==> src/rtl/gpe_pkg.sv <==
package gpe_pkg;
  typedef enum logic [1:0] {CMB_SUM, CMB_MIN, CMB_MAX} combine_e;
endpackage

==> src/rtl/gpe_rx_decode.sv <==
module gpe_rx_decode #(
  parameter int NODES   = 4,
  parameter int LISTS   = 2,
  parameter int COORD_W = 2,
  parameter int IDX_W   = 2,
  parameter int DATA_W  = 16,
  parameter int MY_X    = 1,
  parameter int MY_Y    = 2,
  localparam int PKT_W  = 2*COORD_W + 1 + IDX_W + DATA_W
) (
  input  logic                         rx_valid_i,
  input  logic [PKT_W-1:0]             rx_pkt_i,
  input  logic [LISTS-1:0][NODES-1:0]  share_i,
  output logic [NODES-1:0]             hit_o,
  output logic [DATA_W-1:0]            data_o
);
  localparam int IDX_LO = DATA_W;
  localparam int SH_BIT = DATA_W + IDX_W;
  localparam int Y_LO   = SH_BIT + 1;
  localparam int X_LO   = Y_LO + COORD_W;

  logic [COORD_W-1:0] x, y;
  logic [IDX_W-1:0]   idx;
  logic               shared, mine;

  assign x      = rx_pkt_i[X_LO +: COORD_W];
  assign y      = rx_pkt_i[Y_LO +: COORD_W];
  assign idx    = rx_pkt_i[IDX_LO +: IDX_W];
  assign shared = rx_pkt_i[SH_BIT];
  assign data_o = rx_pkt_i[DATA_W-1:0];
  assign mine   = rx_valid_i && (x == COORD_W'(MY_X)) && (y == COORD_W'(MY_Y));

  always_comb begin
    hit_o = '0;
    if (mine) begin
      if (shared) begin
        for (int l = 0; l < LISTS; l++)
          if (idx == IDX_W'(l)) hit_o = share_i[l];
      end else begin
        for (int n = 0; n < NODES; n++)
          if (idx == IDX_W'(n)) hit_o[n] = 1'b1;
      end
    end
  end
endmodule

==> src/rtl/gpe_node_array.sv <==
module gpe_node_array #(
  parameter int NODES  = 4,
  parameter int DATA_W = 16,
  parameter int CNT_W  = 4,
  parameter gpe_pkg::combine_e COMBINE = gpe_pkg::CMB_SUM
) (
  input  logic                          clk_i,
  input  logic                          rst_ni,
  input  logic                          start_i,
  input  logic                          seed_load_i,
  input  logic [NODES-1:0][DATA_W-1:0]  seed_i,
  input  logic [NODES-1:0][CNT_W-1:0]   fanin_i,
  input  logic                          active_i,
  input  logic [NODES-1:0]              hit_i,
  input  logic [DATA_W-1:0]             data_i,
  output logic [NODES-1:0]              ready_o,
  output logic [NODES-1:0][DATA_W-1:0]  acc_o,
  output logic [NODES-1:0][DATA_W-1:0]  val_o
);
  localparam logic [DATA_W-1:0] IDENT =
    (COMBINE == gpe_pkg::CMB_MIN) ? {DATA_W{1'b1}} : {DATA_W{1'b0}};

  for (genvar n = 0; n < NODES; n++) begin : g_node
    logic [CNT_W-1:0]  cnt_q;
    logic [DATA_W-1:0] acc_q, val_q, nxt;

    if (COMBINE == gpe_pkg::CMB_SUM) begin : g_sum
      assign nxt = acc_q + data_i;
    end else if (COMBINE == gpe_pkg::CMB_MIN) begin : g_min
      assign nxt = (data_i < acc_q) ? data_i : acc_q;
    end else begin : g_max
      assign nxt = (data_i > acc_q) ? data_i : acc_q;
    end

    always_ff @(posedge clk_i or negedge rst_ni) begin
      if (!rst_ni) begin
        cnt_q <= '0;
        acc_q <= IDENT;
        val_q <= '0;
      end else if (start_i) begin
        cnt_q <= '0;
        acc_q <= IDENT;
        val_q <= seed_load_i ? seed_i[n] : acc_q;
      end else if (hit_i[n]) begin
        cnt_q <= cnt_q + 1'b1;
        acc_q <= nxt;
      end
    end

    assign ready_o[n] = active_i && (cnt_q == fanin_i[n]);
    assign acc_o[n]   = acc_q;
    assign val_o[n]   = val_q;
  end
endmodule

==> src/rtl/gpe_send_walk.sv <==
module gpe_send_walk #(
  parameter int EDGES  = 6,
  parameter int NODES  = 4,
  parameter int DATA_W = 16,
  parameter int HDR_W  = 7,
  localparam int NODE_W = (NODES > 1) ? $clog2(NODES) : 1,
  localparam int EIDX_W = (EDGES > 1) ? $clog2(EDGES) : 1,
  localparam int ECNT_W = $clog2(EDGES + 1)
) (
  input  logic                          clk_i,
  input  logic                          rst_ni,
  input  logic                          start_i,
  input  logic [ECNT_W-1:0]             edge_num_i,
  input  logic [EDGES-1:0][NODE_W-1:0]  edge_src_i,
  input  logic [EDGES-1:0][HDR_W-1:0]   edge_hdr_i,
  input  logic [NODES-1:0][DATA_W-1:0]  val_i,
  input  logic                          tx_ready_i,
  output logic                          tx_valid_o,
  output logic [HDR_W+DATA_W-1:0]       tx_pkt_o,
  output logic                          busy_o,
  output logic                          sent_all_o
);
  logic              busy_q;
  logic [ECNT_W-1:0] ptr_q;
  logic [EIDX_W-1:0] sel;
  logic              pending;

  assign pending    = (ptr_q < edge_num_i) && (ptr_q < ECNT_W'(EDGES));
  assign sel        = pending ? ptr_q[EIDX_W-1:0] : '0;
  assign tx_valid_o = busy_q && pending;
  assign tx_pkt_o   = {edge_hdr_i[sel], val_i[edge_src_i[sel]]};
  assign busy_o     = busy_q;
  assign sent_all_o = busy_q && !pending;

  always_ff @(posedge clk_i or negedge rst_ni) begin
    if (!rst_ni) begin
      busy_q <= 1'b0;
      ptr_q  <= '0;
    end else if (start_i) begin
      busy_q <= 1'b1;
      ptr_q  <= '0;
    end else if (tx_valid_o && tx_ready_i) begin
      ptr_q  <= ptr_q + 1'b1;
    end
  end
endmodule

==> src/rtl/gpe_top.sv <==
module gpe_top #(
  parameter int NODES   = 4,
  parameter int EDGES   = 6,
  parameter int LISTS   = 2,
  parameter int DATA_W  = 16,
  parameter int CNT_W   = 4,
  parameter int COORD_W = 2,
  parameter int MY_X    = 1,
  parameter int MY_Y    = 2,
  parameter gpe_pkg::combine_e COMBINE = gpe_pkg::CMB_SUM,
  localparam int NODE_W = (NODES > 1) ? $clog2(NODES) : 1,
  localparam int IDX_MX = (NODES > LISTS) ? NODES : LISTS,
  localparam int IDX_W  = (IDX_MX > 1) ? $clog2(IDX_MX) : 1,
  localparam int HDR_W  = 2*COORD_W + 1 + IDX_W,
  localparam int PKT_W  = HDR_W + DATA_W,
  localparam int ECNT_W = $clog2(EDGES + 1)
) (
  input  logic                          clk_i,
  input  logic                          rst_ni,
  input  logic                          start_i,
  input  logic                          seed_load_i,
  input  logic [NODES-1:0][DATA_W-1:0]  seed_i,
  input  logic [NODES-1:0][CNT_W-1:0]   cfg_fanin_i,
  input  logic [ECNT_W-1:0]             cfg_edge_num_i,
  input  logic [EDGES-1:0][NODE_W-1:0]  cfg_edge_src_i,
  input  logic [EDGES-1:0][HDR_W-1:0]   cfg_edge_hdr_i,
  input  logic [LISTS-1:0][NODES-1:0]   cfg_share_i,
  output logic                          tx_valid_o,
  input  logic                          tx_ready_i,
  output logic [PKT_W-1:0]              tx_pkt_o,
  input  logic                          rx_valid_i,
  input  logic [PKT_W-1:0]              rx_pkt_i,
  output logic [NODES-1:0]              node_ready_o,
  output logic [NODES-1:0][DATA_W-1:0]  node_acc_o,
  output logic                          done_o
);
  logic [NODES-1:0]             hit_mask;
  logic [DATA_W-1:0]            rx_data;
  logic [NODES-1:0][DATA_W-1:0] node_val;
  logic                         busy, sent_all;

  gpe_rx_decode #(
    .NODES(NODES), .LISTS(LISTS), .COORD_W(COORD_W), .IDX_W(IDX_W),
    .DATA_W(DATA_W), .MY_X(MY_X), .MY_Y(MY_Y)
  ) u_dec (
    .rx_valid_i (rx_valid_i && !start_i),
    .rx_pkt_i   (rx_pkt_i),
    .share_i    (cfg_share_i),
    .hit_o      (hit_mask),
    .data_o     (rx_data)
  );

  gpe_node_array #(
    .NODES(NODES), .DATA_W(DATA_W), .CNT_W(CNT_W), .COMBINE(COMBINE)
  ) u_nodes (
    .clk_i       (clk_i),
    .rst_ni      (rst_ni),
    .start_i     (start_i),
    .seed_load_i (seed_load_i),
    .seed_i      (seed_i),
    .fanin_i     (cfg_fanin_i),
    .active_i    (busy),
    .hit_i       (hit_mask),
    .data_i      (rx_data),
    .ready_o     (node_ready_o),
    .acc_o       (node_acc_o),
    .val_o       (node_val)
  );

  gpe_send_walk #(
    .EDGES(EDGES), .NODES(NODES), .DATA_W(DATA_W), .HDR_W(HDR_W)
  ) u_walk (
    .clk_i      (clk_i),
    .rst_ni     (rst_ni),
    .start_i    (start_i),
    .edge_num_i (cfg_edge_num_i),
    .edge_src_i (cfg_edge_src_i),
    .edge_hdr_i (cfg_edge_hdr_i),
    .val_i      (node_val),
    .tx_ready_i (tx_ready_i),
    .tx_valid_o (tx_valid_o),
    .tx_pkt_o   (tx_pkt_o),
    .busy_o     (busy),
    .sent_all_o (sent_all)
  );

  assign done_o = busy && sent_all && (&node_ready_o);
endmodule

==> config.mk <==
export PLATFORM = sky130hd
export DESIGN_NAME = gpe_top
export DESIGN_NICKNAME = d
export VERILOG_FILES = /design/src/rtl/gpe_pkg.sv /design/src/rtl/gpe_rx_decode.sv /design/src/rtl/gpe_node_array.sv /design/src/rtl/gpe_send_walk.sv /design/src/rtl/gpe_top.sv
export SDC_FILE = /design/constraint.sdc
export NUM_CORES = 1
export LEC_CHECK = 0
export BUFFER_PORTS_ARGS = -buffer_cell sky130_fd_sc_hd__buf_4
export CORE_ASPECT_RATIO = 0.9
export CORE_UTILIZATION = 54
export DETAILED_ROUTE_END_ITERATION = 10
export PLACE_DENSITY = 0.81
export SLEW_MARGIN = 15
export SYNTH_ARGS = -nofsm -noshare
export SYNTH_HDL_FRONTEND = slang
export SYNTH_SLANG_ARGS = --single-unit
==> constraint.sdc <==
create_clock -name clk_i -period 2.66 [get_ports clk_i]
set_input_delay 0.266 -clock clk_i [delete_from_list [all_inputs] [get_ports clk_i]]
set_output_delay 0.266 -clock clk_i [all_outputs]
set_load 0.05 [all_outputs]
==> impl_results.md <==
- Outcome: finished with violations
- Failing checks: setup timing
- Remaining antenna violation count after routing: 0
- Post-synth EDFFs: 0
- Root Driver: clkbuf_16
- Tot GR Track Use: 0.353
- Crit path arrival time: 2.81 ns
- Area Overhead vs Synth: 37.6%
- XOR/XNOR Fraction of Synth Area: 0.0565
- I/O Pins: 267
- Row count: 47
- Worst Setup Start Kind: register
- Simple-gate share of the synthesized area: 0.153
- CTS buffer count: 17
- Clock skew: 0.0106 ns
- Dpl hpwl: 25900 um
- CP endpoint kind: output pin
- Clk pwr share: 0.334
- Fmax: 325 MHz
- Top FF cell, synth: dfrtp_1
- Setup ws final: -0.420 ns
- Synth cell types: 62
- Max transition margin: 0.260
- Worst Max-Slew Pin Slew: 1.10 ns
- Initial antenna violation count: 1
- Yosys reg bits: 148
- Pwr dens: 514 nW/um^2
- Die ar.: 19500 sq um
- Final Wtd Congestion: 0.944
- Adder-Cell Fraction of Synth Area: 0.0897
- CTS Sinks: 148
- Avg Cell Area, Syn: 8.98 sq um
- Filler cells: 1257
- Critical path type: reg -> out
- Antenna cell count: 0
- Synthesized netlist cell count: 1140
- H-Tree Depth: 4
- Largest net degree at the start of global routing: 105
- Internal power: 0.00473 W
- Seq/Total Area, Yosys: 0.362
- Switch Pwr: 0.00250 W
- Via count: 10300
- Leakage power: 6.81 nW
- Sw Share: 0.346
- Post-synth ARST share: 1.00
- RSZ-0062 raised after global routing: yes
- Chip Width: 147 um
- CTS clk-pin slew, worst paths: 0.07 ns
- Worst EP required: 2.39 ns
- Placed cell count: 1635
- Clk Latency, worst-skew pair: 0.44 ns
- Fin crit period: 3.08 ns
- Part of the power in combinational logic: 0.330
- Largest family of logic cells by synthesized area: compound AO/OA/AOI/OAI gates
- MaxCap Viol Count: 0
- Clock Tree Buf Depth: 2
- Reg power frac: 0.336
- Core area: 18500 sq um
- Post-synthesis mux area share: 0.120
- Post-synthesis cell area: 10200 sq um
- Die H: 133 um
- First-pass GRT wire length: 52300 um
- Yosys warnings: 0
- HP Class: in -> reg
- Share of layout cells above drive strength 1: 0.303
- Avg WL per Cell: 21.2 um
- GRT overflow: 0
- Synth Area in Compound Gates: 0.181
- # setup viols final: 23
- Initial Util: 0.554
- Post-synth net total: 1385
- Fin crit share: 1.16
- Non-filler cells, final: 1682
- Post-synth top area cell: dfrtp_1
- Fin. max-slew vios: 0
- Worst-path fanout max: 12
- Port Buf Inserts: 266
- CTS tree: done
- Post-detailed-route via-to-cell ratio: 6.11
- DRC: 0
- Worst vdd ir: 0.489 mV
- Final Hold Fails: 0
- Synth top area share: 0.362
- Vias in the first global route: 9590
- WL final: 35600 um
- # nets final: 1669
- DRT iter0 DRCs: 873
- Largest cells by area after synthesis: dfrtp_1 (36%), mux2i_1 (12%), ha_1 (8.2%)
- Hold slack: 0.130 ns
- DRT Pass-1 Iters: 5
-- through the flow --
stage               setup slack, ns  area [sq um]  utilization  setup TNS, ns  total power (W)
finish                       -0.420         14100        0.763          -7.90          0.00723
global route                 -0.479         14100        0.763          -9.45          0.00745
CTS                          -0.437         13800        0.750          -7.87          0.00710
detailed placement          -0.0381         12900        0.700        -0.0530          0.00455
global placement             0.0404         12900        0.700              0          0.00451
floorplan                    -0.249         10500            -          -4.81          0.00380
-- layer usage --
metal	global-route usage	share of wire	up-vias	wire [um]
met4	0.165	0.049	2	1730
met1	0.480	0.40	4883	14200
met5	0	0.00036	-	13
met3	0.0524	0.081	111	2870
li1	-	-	4704	-
met2	0.556	0.47	579	16800
-- power by group through the flow --
| stage | clock, W | combinational, W | sequential [W] |
|---|---|---|---|
| floorplan | 0 | 0.00135 | 0.00245 |
| global placement | 0 | 0.00205 | 0.00246 |
| detailed placement | 0 | 0.00209 | 0.00246 |
| CTS | 0.00243 | 0.00225 | 0.00242 |
| global route | 0.00253 | 0.00249 | 0.00244 |
| finish | 0.00242 | 0.00239 | 0.00243 |
-- kinds of logic after synthesis --
group                      Yosys count
DFF                                148
adders and majority gates           71
and+or+nand+nor                    335
buffers and inverters               97
xor gates and xnor gates            66
muxes                              122
AOI/OAI and AO/OA                  301
-- final timing paths --
| kind | start | end | slack, ns | depth (start not counted) |
|---|---|---|---|---|
| max in group asynchronous | rst_ni | u_nodes.g_node[0].val_q[2]$_DFFE_PN0P_ | 1.36 | 3 |
| min | seed_i[41] | u_nodes.g_node[2].val_q[9]$_DFFE_PN0P_ | 0.13 | 3 |
| max | u_walk.ptr_q[1]$_DFFE_PN0P_ | tx_pkt_o[9] | -0.42 | 10 |
| min reg2reg | u_nodes.g_node[3].val_q[6]$_DFFE_PN0P_ | u_nodes.g_node[3].val_q[6]$_DFFE_PN0P_ | 0.53 | 2 |
| min in group asynchronous | rst_ni | u_nodes.g_node[2].cnt_q[1]$_DFFE_PN0P_ | 0.42 | 2 |
| max reg2reg | u_nodes.g_node[0].acc_q[5]$_DFFE_PN0P_ | u_nodes.g_node[0].acc_q[15]$_DFFE_PN0P_ | 0.12 | 9 |
-- worst max-delay path, cell delays in order, from the launching register on --
cell	delay, ns
dfrtp_1	0.38
ha_1	0.28
a21oi_2	0.21
o21a_1	0.24
a21oi_1	0.12
a21oi_4	0.16
buf_4	0.15
clkbuf_16	0.18
mux2i_1	0.36
mux2i_4	0.12
buf_6	0.17
-- sequential cells by signal (all words and copies together), names as in the netlist --
signal                count
u_nodes.g_node.acc_q     64
u_walk.ptr_q              3
u_nodes.g_node.cnt_q     16
u_walk.busy_o             1
u_nodes.g_node.val_q     64
-- Yosys cell counts (3+ instances only) --
cell,number
nand2b_1,13
a31o_2,5
ha_1,67
inv_1,34
nand4_1,5
mux2i_1,121
nor2_1,126
o21ai_0,63
o21ai_1,19
nor3_1,15
o211ai_1,7
a211oi_1,5
o21a_1,7
o22ai_1,11
nor2b_1,8
nor4_1,3
and3_1,3
buf_2,9
a21o_1,11
xnor2_1,18
clkbuf_1,41
a211o_1,3
a21oi_2,4
o21bai_1,7
fa_1,4
a221oi_1,9
a31oi_1,12
nand3_1,87
and2_1,4
a21oi_1,109
nor3b_1,8
o31ai_1,6
buf_1,11
dfrtp_1,148
nand2_1,46
xor2_1,48
a21boi_1,3
or3_1,10
-- cell type report --
cell class,count,area (sq um),area share
inverters,35,131,0.00933
repair buffers,327,2720,0.193
clock buffers,17,425,0.0302
multi-input cells,895,6630,0.471
clock inverters,15,163,0.0116
well taps,245,307,0.0218
flip-flops and latches,148,3700,0.263
-- placed cells by master (no fill, tap or decap), types with 12 or more instances in the layout --
master,synthesis,layout
nor2_1,126,125
mux2i_4,0,14
o21ai_0,63,63
ha_1,67,67
dfrtp_1,148,148
inv_1,34,34
nand3_1,87,77
mux2i_1,121,97
xor2_1,48,48
nand2b_1,13,13
buf_4,0,287
a31oi_1,12,12
a21oi_1,109,109
clkbuf_16,0,18
nand2_1,46,43
buf_6,0,28
nor3_1,15,15
xnor2_1,18,18
-- what timing repair did --
item,in CTS,in global routing
setup endpoints to repair,23,25
resized for setup,45,33
gates cloned,2,1
setup buffers,10,3
pin swaps,14,10
hold buffers,1,0
hold endpoints to repair,57,0
No activity file was read; power rests on OpenSTA's default activity.
